**src/rtl/rwb_pkg.sv**
```systemverilog
package rwb_pkg;

  localparam int OFF_W_DEF = 12;
  localparam int DATA_W_DEF = 32;
  localparam int NUM_RD_DEF = 4;
  localparam int NUM_WR_DEF = 5;

  // Offsets whose half-mode reads take two beats (response words).
  localparam logic [NUM_RD_DEF*OFF_W_DEF-1:0] RD_SPLIT_DEF =
    {12'h024, 12'h020, 12'h01C, 12'h018};

  // Offsets whose half-mode writes take two beats (argument, status, masks).
  localparam logic [NUM_WR_DEF*OFF_W_DEF-1:0] WR_SPLIT_DEF =
    {12'h044, 12'h040, 12'h03C, 12'h038, 12'h008};

  typedef enum logic [1:0] {
    BUS_HALF = 2'd0,
    BUS_WORD = 2'd1,
    BUS_WIDE = 2'd2,
    BUS_RSVD = 2'd3
  } busMode_t;

  typedef struct packed {
    logic load;
    logic capLo;
    logic capHi;
    logic beatHi;
  } rwbStrobe_t;

endpackage

```
**src/rtl/rwb_ctrl.sv**
```systemverilog
module rwb_ctrl
  import rwb_pkg::*;
(
  input  logic       clk,
  input  logic       rstN,
  input  logic       reqValid,
  input  logic       twoBeat,
  input  logic       isWrite,
  input  logic       busReady,
  output logic       reqReady,
  output logic       busValid,
  output logic       rspValid,
  output rwbStrobe_t strobe
);

  typedef enum logic [1:0] {S_IDLE, S_LO, S_HI, S_DONE} state_t;
  state_t state, stateNxt;

  always_ff @(posedge clk or negedge rstN) begin
    if (!rstN) state <= S_IDLE;
    else       state <= stateNxt;
  end

  always_comb begin
    stateNxt = state;
    unique case (state)
      S_IDLE: if (reqValid) stateNxt = S_LO;
      S_LO:   if (busReady) stateNxt = twoBeat ? S_HI : S_DONE;
      S_HI:   if (busReady) stateNxt = S_DONE;
      S_DONE: stateNxt = S_IDLE;
      default: stateNxt = S_IDLE;
    endcase
  end

  assign reqReady      = (state == S_IDLE);
  assign busValid      = (state == S_LO) || (state == S_HI);
  assign rspValid      = (state == S_DONE) && !isWrite;
  assign strobe.load   = (state == S_IDLE) && reqValid;
  assign strobe.capLo  = (state == S_LO) && busReady;
  assign strobe.capHi  = (state == S_HI) && busReady;
  assign strobe.beatHi = (state == S_HI);

  // the read result strobe never lasts two cycles
  a_r11_rsp_pulse: assert property (@(posedge clk) disable iff (!rstN)
    rspValid |=> !rspValid);

  // an accepted access is followed by a beat, not by another acceptance
  a_r9_beat_after_load: assert property (@(posedge clk) disable iff (!rstN)
    strobe.load |=> busValid && !reqReady);

endmodule

```
**src/rtl/rwb_datapath.sv**
```systemverilog
module rwb_datapath
  import rwb_pkg::*;
#(
  parameter int OFF_W = OFF_W_DEF,
  parameter int DATA_W = DATA_W_DEF,
  parameter int NUM_RD = NUM_RD_DEF,
  parameter int NUM_WR = NUM_WR_DEF,
  parameter logic [NUM_RD*OFF_W-1:0] RD_LIST = RD_SPLIT_DEF,
  parameter logic [NUM_WR*OFF_W-1:0] WR_LIST = WR_SPLIT_DEF,
  localparam int ADDR_W = OFF_W + 1,
  localparam int HALF_W = DATA_W / 2
) (
  input  logic              clk,
  input  logic              rstN,
  input  logic [1:0]        mode,
  input  rwbStrobe_t        strobe,
  input  logic              reqWrite,
  input  logic [OFF_W-1:0]  reqOffset,
  input  logic [DATA_W-1:0] reqWdata,
  input  logic [DATA_W-1:0] busRdata,
  output logic              twoBeat,
  output logic              isWrite,
  output logic              busHalf,
  output logic [ADDR_W-1:0] busAddr,
  output logic [DATA_W-1:0] busWdata,
  output logic [DATA_W-1:0] rspData
);

  logic [OFF_W-1:0]  offQ;
  logic [DATA_W-1:0] wdQ;
  logic              wrQ;
  logic [DATA_W-1:0] rspQ;
  logic [NUM_RD-1:0] rdHit;
  logic [NUM_WR-1:0] wrHit;
  logic              halfMode;
  logic [ADDR_W-1:0] halfBase;

  always_ff @(posedge clk or negedge rstN) begin
    if (!rstN) begin
      offQ <= '0;
      wdQ  <= '0;
      wrQ  <= 1'b0;
    end else if (strobe.load) begin
      offQ <= reqOffset;
      wdQ  <= reqWdata;
      wrQ  <= reqWrite;
    end
  end

  for (genvar i = 0; i < NUM_RD; i++) begin : g_rdMatch
    assign rdHit[i] = (offQ == RD_LIST[i*OFF_W +: OFF_W]);
  end
  for (genvar j = 0; j < NUM_WR; j++) begin : g_wrMatch
    assign wrHit[j] = (offQ == WR_LIST[j*OFF_W +: OFF_W]);
  end

  assign halfMode = (mode == BUS_HALF);
  assign twoBeat  = halfMode && (wrQ ? |wrHit : |rdHit);
  assign isWrite  = wrQ;
  assign busHalf  = halfMode;
  assign halfBase = ADDR_W'(offQ >> 1);

  always_comb begin
    unique case (mode)
      BUS_HALF: busAddr = halfBase + (strobe.beatHi ? ADDR_W'(2) : ADDR_W'(0));
      BUS_WIDE: busAddr = {offQ, 1'b0};
      default:  busAddr = ADDR_W'(offQ);
    endcase
  end

  always_comb begin
    if (!halfMode)          busWdata = wdQ;
    else if (strobe.beatHi) busWdata = {{HALF_W{1'b0}}, wdQ[DATA_W-1:HALF_W]};
    else                    busWdata = {{HALF_W{1'b0}}, wdQ[HALF_W-1:0]};
  end

  always_ff @(posedge clk or negedge rstN) begin
    if (!rstN) begin
      rspQ <= '0;
    end else if (strobe.load) begin
      rspQ <= '0;
    end else if (strobe.capLo) begin
      rspQ <= halfMode ? {{HALF_W{1'b0}}, busRdata[HALF_W-1:0]} : busRdata;
    end else if (strobe.capHi) begin
      rspQ[DATA_W-1:HALF_W] <= busRdata[HALF_W-1:0];
    end
  end

  assign rspData = rspQ;

  // the second beat lands two bytes above the first
  a_r5_second_addr: assert property (@(posedge clk) disable iff (!rstN)
    $rose(strobe.beatHi) |-> busAddr == $past(busAddr) + ADDR_W'(2));

  // a half-mode first capture leaves the upper result half clear
  a_r6_upper_clear: assert property (@(posedge clk) disable iff (!rstN)
    (strobe.capLo && halfMode) |=> rspQ[DATA_W-1:HALF_W] == '0);

endmodule

```
**src/rtl/reg_width_bridge.sv**
```systemverilog
module reg_width_bridge
  import rwb_pkg::*;
#(
  parameter int OFF_W = OFF_W_DEF,
  parameter int DATA_W = DATA_W_DEF,
  parameter int NUM_RD = NUM_RD_DEF,
  parameter int NUM_WR = NUM_WR_DEF,
  parameter logic [NUM_RD*OFF_W-1:0] RD_LIST = RD_SPLIT_DEF,
  parameter logic [NUM_WR*OFF_W-1:0] WR_LIST = WR_SPLIT_DEF,
  localparam int ADDR_W = OFF_W + 1
) (
  input  logic              clk,
  input  logic              rstN,
  input  logic [1:0]        mode,
  input  logic              reqValid,
  output logic              reqReady,
  input  logic              reqWrite,
  input  logic [OFF_W-1:0]  reqOffset,
  input  logic [DATA_W-1:0] reqWdata,
  output logic              rspValid,
  output logic [DATA_W-1:0] rspData,
  output logic              busValid,
  input  logic              busReady,
  output logic              busWrite,
  output logic              busHalf,
  output logic [ADDR_W-1:0] busAddr,
  output logic [DATA_W-1:0] busWdata,
  input  logic [DATA_W-1:0] busRdata
);

  rwbStrobe_t strobe;
  logic       twoBeat;
  logic       isWrite;

  rwb_ctrl u_ctrl (
    .clk      (clk),
    .rstN     (rstN),
    .reqValid (reqValid),
    .twoBeat  (twoBeat),
    .isWrite  (isWrite),
    .busReady (busReady),
    .reqReady (reqReady),
    .busValid (busValid),
    .rspValid (rspValid),
    .strobe   (strobe)
  );

  rwb_datapath #(
    .OFF_W   (OFF_W),
    .DATA_W  (DATA_W),
    .NUM_RD  (NUM_RD),
    .NUM_WR  (NUM_WR),
    .RD_LIST (RD_LIST),
    .WR_LIST (WR_LIST)
  ) u_dp (
    .clk       (clk),
    .rstN      (rstN),
    .mode      (mode),
    .strobe    (strobe),
    .reqWrite  (reqWrite),
    .reqOffset (reqOffset),
    .reqWdata  (reqWdata),
    .busRdata  (busRdata),
    .twoBeat   (twoBeat),
    .isWrite   (isWrite),
    .busHalf   (busHalf),
    .busAddr   (busAddr),
    .busWdata  (busWdata),
    .rspData   (rspData)
  );

  assign busWrite = isWrite;

  // a stalled beat keeps its address and data
  a_r10_hold_beat: assert property (@(posedge clk) disable iff (!rstN)
    (busValid && !busReady) |=> busValid && $stable(busAddr) && $stable(busWdata));

  // wide-mode beats are full width at even addresses
  a_r3_wide_even: assert property (@(posedge clk) disable iff (!rstN)
    (busValid && mode == BUS_WIDE) |-> !busAddr[0] && !busHalf);

  // half-mode write beats use only the low lanes
  a_r12_half_lane: assert property (@(posedge clk) disable iff (!rstN)
    (busValid && busHalf && busWrite) |-> busWdata[DATA_W-1:DATA_W/2] == '0);

  // no result strobe for a write
  a_r11_rsp_read_only: assert property (@(posedge clk) disable iff (!rstN)
    rspValid |-> !busWrite);

endmodule

```
**config.mk**
```make
export PLATFORM = sky130hd
export DESIGN_NAME = reg_width_bridge
export DESIGN_NICKNAME = d
export VERILOG_FILES = /design/src/rtl/rwb_pkg.sv /design/src/rtl/rwb_ctrl.sv /design/src/rtl/rwb_datapath.sv /design/src/rtl/reg_width_bridge.sv
export SDC_FILE = /design/constraint.sdc
export NUM_CORES = 1
export LEC_CHECK = 0
export BUFFER_PORTS_ARGS = -buffer_cell sky130_fd_sc_hd__buf_2
export CAP_MARGIN = 20
export CORE_ASPECT_RATIO = 0.9
export CORE_MARGIN = 3
export CORE_UTILIZATION = 44
export CTS_CLUSTER_DIAMETER = 120
export DETAILED_ROUTE_END_ITERATION = 16
export PLACE_DENSITY = 0.8
export SYNTH_ARGS = -nofsm -noshare
export SYNTH_HDL_FRONTEND = slang
export SYNTH_SLANG_ARGS = --single-unit
```
**constraint.sdc**
```tcl
create_clock -name clk -period 1.7 [get_ports clk]
set_clock_uncertainty 0.05 [all_clocks]
set_input_delay 0.085 -clock clk [delete_from_list [all_inputs] [get_ports clk]]
set_output_delay 0.085 -clock clk [all_outputs]
set_load 0.03 [all_outputs]
```
==> results by group, run 1 <==
Timing
  – Max-slew violations: 0
  – Setup tns final: -19090 ps
  – Endpoints failing setup: 90
  – Least-Margin Pin Slew: 420 ps
  – Final min period: 2260 ps
  – Fin. Hold Viols: 0
  – Setup ws final: -557 ps
  – Final Cycle Share: 1.33
  – RSZ-0062 raised after global routing: true
  – Worst rel slew slack: 0.719
  – Max Fclk: 0.443 GHz

GRT
  – Met2 Use GR: 0.518
  – Largest net degree at the start of global routing: 36
  – Congestion Overflow GR: 0
  – Initial antenna violation count: 0
  – Vias in the first global route: 4728
  – Tot GR Track Use: 0.286
  – Most Crowded Layer GR: met2
  – First-pass GRT wire length: 23.9 mm
  – GRT met1 Usage: 0.318
  – M3 GR Usage: 0.0654

Route
  – Number of vias per cell: 5.54
  – Final WL: 15.5 mm
  – Vias: 4387
  – First-pass DRT Iterations: 6
  – 1st-iter DRT viols: 320
  – Drc violations: 0
  – Post-DR wirelength/cell: 19.6 um
  – Routed Antenna Nets: 0

Synthesis
  – Mean Syn Cell Area: 10.6 um^2
  – Adder-cell share of the synthesized area: 0.0182
  – Synth Warn #: 0
  – Largest cells by area after synthesis: dfrtp_1, mux2_2, nand2_1
  – Most used flip-flop cell after synthesis: dfrtp_1
  – Synth Area in Simple Gates: 0.144
  – Yosys top cell by area: dfrtp_1
  – Number of flops mapped to enable cells by yosys: 0
  – Synth Area in Compound Gates: 0.123
  – Synth top area share: 0.479
  – Syn nets: 480
  – Mux contribution to synthesized area: 0.182
  – Post-Syn Area: 0.00413 mm^2
  – Post-Syn Instances: 391
  – Part of the Yosys area used for sequential elements: 0.479
  – #FFs+latches synth: 79
  – Xor and xnor area share after synthesis: 0.00637
  – Main combinational cell family by area after synthesis: multiplexers
  – Top cells by count, synth: dfrtp_1, nand2_1, mux2_2
  – Post-synth ARST share: 1.00
  – Distinct cells, synth: 45
  – Count leader, synth: dfrtp_1

Placement
  – Routability Congestion: 0.856
  – Quantity of I/O buffers inserted on ports: 164
  – DP HPWL: 8.52 mm

Worst setup path
  – Buffers plus inverters on the worst setup path: 1
  – Worst EP arrival: 2120 ps
  – CP endpoint kind: primary output
  – Launching element type of the critical path: register
  – R2r setup slk: -210 ps
  – Critical path required time: 1560 ps
  – Most numerous cell on the critical path: ha_4
  – Critical path type: register to primary output
  – CP top delay family: adder cells
  – CP max stage delay: 440 ps
  – Crit-path cells: ha_4 -> ha_4 -> ha_4 -> and3_4 -> nand3_4 -> mux2i_2 -> o311ai_4 -> buf_6
  – Crit path max fanout: 3
  – Slowest CP cell: dfrtp_1

Run
  – Max Cap Viol: 0

Finish
  – Area grow syn2layout: 71.1%
  – Layout Nets: 756
  – Fillers: 525
  – Ratio of cells with drive above 1 in the final layout: 0.502
  – Register area: 0.00198 mm^2
  – Multi-input gate area: 0.00225 mm^2

Clocking
  – Worst skew pair latency: 340 ps
  – Worst-path clk slew: 90 ps
  – Total CTS buffers: 9
  – Clk root buf: clkbuf_8
  – CTS H-tree lvls: 3
  – TritonCTS clock tree: yes
  – Clock sinks: 79
  – Clock tree buffer depth: 2

Power and ir drop
  – Leakage: 3.31 nW
  – P per Cell Area: 1900 mW/mm^2
  – Max IR drop VDD: 1220 uV
  – Final Power: 0.0134 W

Floorplan
  – Die ar.: 0.0106 mm^2
  – Starting Density: 0.466
  – Rows: 32
  – Floorplan die width: 108 um
  – I/O pins: 165
  – Core Region: 0.00885 mm^2
  – Die H: 97.9 um

Run status
  – Outcome: finished, violations left
  – Violated checks: negative setup slack

Min path
  – Hold crit path type: input pin to register
==> layout make-up <==
class                           count  area share
Timing Repair Buffer              296       0.348
Multi-Input combinational cell    275       0.319
Sequential cell                    79       0.280
Tap cell                          119      0.0211
Clock buffer                       10      0.0195
Clock inverter                      5     0.00833
Inverter                            6     0.00354
Antenna cell                        2    0.000709
==> kinds of logic after synthesis <==
logic type | count (synthesis)
multiplexers | 64
buffers and inverters | 37
AO/OA/AOI/OAI | 81
flip-flops | 79
AND/OR/NAND/NOR | 121
XOR/XNOR | 3
adder cells (fa/ha/maj) | 6
==> layer usage <==
layer | wire length [um] | vias up | share of wire
li1 | - | 1919 | -
met1 | 5610 | 2122 | 0.36
met2 | 8140 | 265 | 0.52
met3 | 1010 | 81 | 0.065
met4 | 746 | 0 | 0.048
met5 | 0 | - | 0
==> report_power, final <==
part	switching, W	leakage (nW)	internal [W]	total [W]
combinational	0.00455	2.24	0.00393	0.00848
clock	0.000700	0.0944	0.000711	0.00141
sequential	0.000743	0.973	0.00278	0.00353
total	0.00599	3.31	0.00742	0.0134
==> tightest hold or removal path, delay by kind of cell <==
family,cells,cell delay [ps]
AO/OA/AOI/OAI,2,230
buffers and inverters,1,80
==> repair_timing <==
action | in CTS | in global routing
cloned | 5 | 1
endpoints found under the setup margin | 104 | 102
pin swaps | 9 | 9
gates resized for setup | 98 | 19
buffers inserted | 13 | 7
hold buffers | 76 | 0
endpoints found under the hold margin | 137 | 0
==> state kept, by name, summed over array words and instances (netlist names) <==
name,flops
u_ctrl.state,2
u_dp.isWrite,1
u_dp.offQ,12
u_dp.rspData,32
u_dp.wdQ,32
==> per-stage QoR <==
| stage | cell area (um^2) | setup slack (ps) | instances | hold slack [ps] | utilization |
|---|---|---|---|---|---|
| final | 7060 | -557 | 792 | 49.2 | 0.798 |
| after global routing | 7060 | -604 | 790 | 63.5 | 0.797 |
| after CTS | 6920 | -527 | 785 | 0.789 | 0.782 |
| after detailed placement | 5380 | -256 | 676 | -5.30 | 0.608 |
| after global placement | 5380 | -179 | 676 | -10.9 | 0.608 |
| after floorplan | 4260 | -125 | 391 | -261 | - |
==> worst paths after layout <==
kind / startpoint / end / cells after the start
max reg2reg: u_ctrl.state[1]$_DFFE_PN0P_ / u_dp.rspData[20]$_DFFE_PN0P_ / 10
max: u_ctrl.state[1]$_DFFE_PN0P_ / busAddr[9] / 8
min reg2reg: u_dp.rspData[30]$_DFFE_PN0P_ / u_dp.rspData[30]$_DFFE_PN0P_ / 2
max in group asynchronous: rstN / u_ctrl.state[0]$_DFFE_PN0P_ / 3
min: busRdata[28] / u_dp.rspData[28]$_DFFE_PN0P_ / 3
min in group asynchronous: rstN / u_dp.rspData[25]$_DFFE_PN0P_ / 2
==> cells in the final DEF (no fill, tap or decap), types with 3 or more instances in the layout <==
| master | netlist | routed |
|---|---|---|
| buf_12 | 0 | 10 |
| nor2_1 | 11 | 11 |
| nand2_2 | 0 | 3 |
| clkbuf_8 | 0 | 10 |
| a21oi_1 | 19 | 16 |
| a22oi_1 | 17 | 17 |
| nor2_4 | 2 | 3 |
| buf_6 | 3 | 33 |
| dfrtp_1 | 79 | 78 |
| mux2_2 | 50 | 43 |
| buf_4 | 5 | 33 |
| buf_16 | 0 | 5 |
| o21ai_1 | 1 | 3 |
| o21ai_2 | 0 | 6 |
| dlygate4sd3_1 | 0 | 76 |
| nor3_1 | 3 | 3 |
| and2_4 | 0 | 3 |
| nand3_1 | 4 | 3 |
| buf_2 | 10 | 136 |
| ha_4 | 0 | 5 |
| nand2_1 | 60 | 57 |
| o21ai_0 | 26 | 17 |
| mux2_4 | 10 | 17 |
| nor2b_1 | 19 | 19 |
| inv_1 | 6 | 4 |
No activity file was read; power rests on OpenSTA's default activity.
==> run 2: changes to the inputs <==
--- a/config.mk
+++ b/config.mk
@@ -12,7 +12,7 @@
 export CORE_UTILIZATION = 44
 export CTS_CLUSTER_DIAMETER = 120
 export DETAILED_ROUTE_END_ITERATION = 16
-export PLACE_DENSITY = 0.8
+export PLACE_DENSITY = 0.77
 export SYNTH_ARGS = -nofsm -noshare
 export SYNTH_HDL_FRONTEND = slang
 export SYNTH_SLANG_ARGS = --single-unit
==> run 2 against run 1 <==
Net effect:
- the flow still finishes with violations (negative setup slack)
- maximum frequency is essentially flat
- largest cell class unchanged
- worst hold slack better by 61 ps
- worst setup slack worse by 0.76 ps
- sequential share of layout area fell by 0.64 points
- largest power group unchanged
- clock power grew 7%
- power grew 3.4%
- sequential cell count unchanged
- core utilization increased by 1.9 points
- final cell count is 0.63% lower
- first-iteration DRC count decreased by 28%
- critical path depth stayed put
==> results by group, run 2 (synthesis gave the netlist of run 1 again) <==
Run status
  – Outcome: finished, violations left
  – Violated checks: negative setup slack

GRT
  – Vias in the first global route: 4610 (-2.5%)
  – Largest net degree at the start of global routing: 42 (+17%)
  – First-pass GRT wire length: 24.6 mm (+3.1%)
  – Tot GR Track Use: 0.298 (+0.0116)
  – Initial antenna violation count: 1 (+1)
  – Congestion Overflow GR: 0 (unchanged)

Timing
  – Final min period: 2260 ps (+0.762 ps)
  – Max-slew violations: 0 (unchanged)
  – Final Cycle Share: 1.33 (about the same)
  – Worst rel slew slack: 0.718 (about the same)
  – Hold_ws: 110 ps (+60.5 ps)
  – RSZ-0062 raised after global routing: true
  – Endpoints failing setup: 59 (-34%)
  – Setup ws final: -557 ps (-0.762 ps)
  – Fin. Hold Viols: 0 (unchanged)
  – Least-Margin Pin Slew: 423 ps (+3.01 ps)
  – Max Fclk: 0.443 GHz (about the same)

Finish
  – Final core utilization: 0.817 (+0.0187)
  – Commonest non-fill, non-tap cell in the layout: buf_2
  – Ratio of cells with drive above 1 in the final layout: 0.520 (+0.0180)
  – Area grow syn2layout: 75.1%
  – Commonest non-fill, non-tap cells in the layout: buf_2, dlygate4sd3_1, dfrtp_1, nand2_1, mux2_4
  – Non-Filler Instances: 787 (-0.63%)
  – Fillers: 468 (-11%)
  – Layout Nets: 751 (-0.66%)

Placement
  – Routability Congestion: 0.855 (-0.13%)
  – Place WS: -186 ps (+70.2 ps)
  – Number of cells after detailed placement: 676 (unchanged)
  – Quantity of I/O buffers inserted on ports: 164 (unchanged)
  – DP HPWL: 8.44 mm (-0.95%)

Floorplan
  – Core Region: 0.00885 mm^2 (unchanged)
  – I/O pins: 165 (unchanged)
  – Die H: 97.9 um (unchanged)
  – Starting Density: 0.466 (unchanged)
  – Die ar.: 0.0106 mm^2 (unchanged)
  – Floorplan die width: 108 um (unchanged)
  – Rows: 32 (unchanged)

Min path
  – Hold crit path type: input pin to asynchronous set/reset pin

Power and ir drop
  – Max IR drop VDD: 1270 uV (+4.5%)
  – Leakage: 3.41 nW (+3.1%)
  – P per Cell Area: 1920 mW/mm^2 (+0.99%)
  – Final Power: 0.0139 W (+3.4%)

Clocking
  – TritonCTS clock tree: yes
  – Worst skew pair latency: 350 ps (about the same)
  – Total CTS buffers: 9 (unchanged)
  – CTS H-tree lvls: 3 (unchanged)
  – Clock tree buffer depth: 2 (unchanged)
  – Worst-path clk slew: 90 ps (about the same)
  – Clk root buf: clkbuf_8
  – Clock sinks: 79 (unchanged)

Route
  – Vias: 4325 (-1.4%)
  – Final WL: 15.6 mm (+0.66%)
  – Drc violations: 0 (unchanged)
  – 1st-iter DRT viols: 232 (-28%)
  – First-pass DRT Iterations: 5 (-1)
  – Number of vias per cell: 5.50 (-0.79%)
  – Routed Antenna Nets: 0 (unchanged)
  – Post-DR wirelength/cell: 19.8 um (+1.3%)

Run
  – Max Cap Viol: 0 (unchanged)

Worst setup path
  – Launching element type of the critical path: register
  – Worst EP arrival: 2120 ps (about the same)
  – R2r setup slk: -90 ps (+120 ps)
  – Critical path type: register to primary output
  – Critical path required time: 1560 ps (about the same)
  – CP endpoint kind: primary output
  – Crit path max fanout: 3 (unchanged)
run 2: critical path, stage by stage (launching register included):
cell and delay (ps):
dfrtp_1 390, inv_2 90, ha_4 150, ha_4 150, nand4_1 130, and2b_2 320
xnor2_2 110, a221oi_4 270, buf_6 170
run 2: cell type report:
class | count | area (um^2) | area share
Antenna cell | 1 | 2.50 | 0.000346
Clock inverter | 5 | 63.8 | 0.00883
Tap cell | 119 | 149 | 0.0206
Sequential cell | 79 | 1980 | 0.274
Clock buffer | 11 | 151 | 0.0210
Timing Repair Buffer | 291 | 2430 | 0.337
Multi-Input combinational cell | 275 | 2420 | 0.335
Inverter | 6 | 25.0 | 0.00346
run 2: through the flow:
stage               cell area [um^2]  TNS, ps
finish                          7230   -11040
global route                    7230   -14270
CTS                             7230   -16970
detailed placement              5390    -5900
global placement                5390    -3340
floorplan                       4260    -2160
run 2: path summary, 6_finish.rpt:
path                                               from                      endpoint  cells after the start
setup / recovery            u_ctrl.state[0]$_DFFE_PN0P_                    busAddr[8]                      8
max in group asynchronous                          rstN      u_dp.offQ[3]$_DFFE_PN0P_                      3
min in group clk                               reqValid   u_ctrl.state[1]$_DFFE_PN0P_                      3
hold reg to reg            u_dp.rspData[17]$_DFFE_PN0P_  u_dp.rspData[17]$_DFFE_PN0P_                      2
setup reg to reg            u_ctrl.state[1]$_DFFE_PN0P_      u_dp.wdQ[22]$_DFFE_PN0P_                      7
hold / removal                                     rstN  u_dp.rspData[29]$_DFFE_PN0P_                      2
run 2: report_power, final:
part / internal [W] / switching, W
logic: 0.00416 / 0.00459
registers: 0.00278 / 0.000820
clock network: 0.000770 / 0.000736
run 2: layer usage:
metal / track usage / part of all wire
met4: 0.119 / 0.042
met2: 0.494 / 0.49
met5: 0 / 0
met1: 0.370 / 0.38
met3: 0.0780 / 0.087
run 2: repair_timing:
item                                   CTS  global route
resized for setup                      167            14
pin swaps                                9             8
endpoints found under the hold margin  156             0
setup buffers                           14             3
cloned                                   6             0
hold buffers                            78             0
setup endpoints to repair              104           107
==> run 3: changes to the inputs <==
--- a/config.mk
+++ b/config.mk
@@ -13,6 +13,7 @@
 export CTS_CLUSTER_DIAMETER = 120
 export DETAILED_ROUTE_END_ITERATION = 16
 export PLACE_DENSITY = 0.77
+export SETUP_SLACK_MARGIN = 0.02
 export SYNTH_ARGS = -nofsm -noshare
 export SYNTH_HDL_FRONTEND = slang
 export SYNTH_SLANG_ARGS = --single-unit
==> run 3 against run 2 <==
Net effect:
- the run ends with negative hold slack, negative setup slack left
- critical path depth stayed put
- die area stayed put
- sequential power is 2% lower
- register-to-register slack worse by 40 ps
- design area is 4.6% lower
- global-route usage is 3.1 points lower
- routed wire length is 10% lower
- critical endpoint is now busAddr[9]
- maximum frequency is 2.7% higher
==> results by group, run 3 (synthesis gave the netlist of run 1 again) <==
Worst setup path
  – Worst EP arrival: 2060 ps (-60 ps)
  – Launching element type of the critical path: register
  – Critical path required time: 1560 ps (about the same)
  – Crit path max fanout: 3 (unchanged)
  – Critical path type: register to primary output
  – FF-to-FF Start: u_ctrl.state[1]$_DFFE_PN0P_
  – Crit path launch: u_ctrl.state[1]$_DFFE_PN0P_
  – CP endpoint kind: primary output
  – Depth of the most critical reg-to-reg path: 8 (+1)
  – R2r setup slk: -130 ps (-40 ps)

Power and ir drop
  – Max IR drop VDD: 1340 uV (+5.0%)
  – P per Cell Area: 1870 mW/mm^2 (-2.7%)
  – Leakage: 3.22 nW (-5.7%)

Timing
  – Endpoints failing setup: 70 (+19%)
  – Max Fclk: 0.455 GHz (+2.7%)
  – Least-Margin Pin Slew: 386 ps (-36.2 ps)
  – Final Cycle Share: 1.29 (-0.0348)
  – Final min period: 2200 ps (-59.2 ps)
  – Hold_ws: -8.69 ps (-118 ps)
  – Setup ws final: -498 ps (+59.2 ps)
  – RSZ-0062 raised after global routing: true
  – Max-slew violations: 0 (unchanged)
  – Worst rel slew slack: 0.741 (+0.0226)
  – Fin. Hold Viols: 1 (+1)
  – Setup tns final: -12510 ps (-1470 ps)

Finish
  – Non-Filler Instances: 779 (-1.0%)
  – Commonest non-fill, non-tap cell in the layout: buf_2
  – Area grow syn2layout: 67.0%
  – Antenna diode instance count: 0 (-1)
  – Commonest non-fill, non-tap cells in the layout: buf_2, dfrtp_1, dlygate4sd3_1, nand2_1, mux2_2
  – Fillers: 526 (+12%)
  – Register area: 0.00198 mm^2 (unchanged)
  – Multi-input gate area: 0.00222 mm^2 (-8.3%)
  – Layout Nets: 744 (-0.93%)
  – Ratio of cells with drive above 1 in the final layout: 0.494 (-0.0263)

GRT
  – First-pass GRT wire length: 22.2 mm (-9.6%)
  – Initial antenna violation count: 0 (-1)
  – Vias in the first global route: 4364 (-5.3%)
  – Largest net degree at the start of global routing: 42 (unchanged)
  – Tot GR Track Use: 0.266 (-0.0313)
  – Congestion Overflow GR: 0 (unchanged)

Floorplan
  – Die H: 97.9 um (unchanged)
  – Die ar.: 0.0106 mm^2 (unchanged)
  – Floorplan die width: 108 um (unchanged)
  – I/O pins: 165 (unchanged)
  – Core Region: 0.00885 mm^2 (unchanged)
  – Rows: 32 (unchanged)
  – Starting Density: 0.466 (unchanged)

Route
  – First-pass DRT Iterations: 5 (unchanged)
  – Vias: 4143 (-4.2%)
  – Post-DR wirelength/cell: 18.0 um (-9.3%)
  – 1st-iter DRT viols: 290 (+25%)
  – Drc violations: 0 (unchanged)
  – Routed Antenna Nets: 0 (unchanged)
  – Final WL: 14.0 mm (-10%)
  – Number of vias per cell: 5.32 (-3.2%)

Min path
  – Hold Crit Start: busRdata[17]
  – Hold crit path type: input pin to register
  – Number of cells on the worst hold path: 3

Clocking
  – Worst skew pair latency: 340 ps (about the same)
  – Clock sinks: 79 (unchanged)
  – Clk root buf: clkbuf_8
  – Worst-path clk slew: 80 ps (about the same)
  – TritonCTS clock tree: yes
  – Total CTS buffers: 9 (unchanged)
  – Clock tree buffer depth: 2 (unchanged)
  – CTS H-tree lvls: 3 (unchanged)

Placement
  – DP HPWL: 8.45 mm (about the same)
  – Quantity of I/O buffers inserted on ports: 164 (unchanged)
  – Number of cells after detailed placement: 676 (unchanged)
  – Routability Congestion: 0.855 (unchanged)

Run status
  – Violated checks: negative hold slack, negative setup slack
  – Outcome: finished, violations left

Run
  – Max Cap Viol: 0 (unchanged)
## run 3: repair_timing
action / CTS / global route
hold buffers: 74 / 0
gates resized for setup: 91 / 20
setup endpoints to repair: 104 / 103
buffers inserted: 8 / 4
gates cloned: 4 / 0
hold endpoints to repair: 152 / 0
pin swaps: 8 / 8
## run 3: power breakdown
group          switching, W  internal (W)  total, W
sequential         0.000750       0.00278   0.00353
combinational       0.00433       0.00366   0.00799
clock              0.000727      0.000618   0.00135
## run 3: worst paths after layout
path / end
worst max-delay path: busAddr[9]
worst min-delay path: u_dp.rspData[17]$_DFFE_PN0P_
worst max register to register: u_dp.wdQ[13]$_DFFE_PN0P_
worst min register to register: u_dp.rspData[18]$_DFFE_PN0P_
max in group asynchronous: u_dp.offQ[3]$_DFFE_PN0P_
min in group asynchronous: u_dp.rspData[24]$_DFFE_PN0P_
## run 3: critical path, stage by stage, from the launching register on
cell and delay, ps:
dfrtp_1 420, ha_4 180, ha_4 170, ha_4 150, and3_4 190, nand3_4 100, mux2i_4 250, o311ai_4 110
buf_6 150
## run 3: metal layers
metal / GRT usage / vias up / wire length, um
met5: 0 / - / 0
met4: 0.100 / 0 / 363
met3: 0.0740 / 38 / 1040
met2: 0.443 / 183 / 6970
met1: 0.330 / 2017 / 5650
li1: - / 1905 / -
## run 3: area by class of cell
class                           instances  area share
Clock inverter                          5     0.00581
Timing Repair Buffer                  284       0.337
Clock buffer                           11      0.0220
Multi-Input combinational cell        275       0.323
Tap cell                              119      0.0216
Inverter                                6     0.00363
Sequential cell                        79       0.287
## run 3: through the flow
step	instance area, um^2	utilization	worst slack [ps]	hold slack (ps)	power (W)
6_report	6890	0.779	-498	-8.69	0.0129
5_1_grt	6890	0.779	-587	17.2	0.0136
4_1_cts	6790	0.767	-526	0.839	0.0125
3_5_place_dp	5390	0.610	-183	-91.6	0.0101
3_3_place_gp	5390	0.610	-132	-93.6	0.00992
2_1_floorplan	4260	-	-125	-261	0.00807
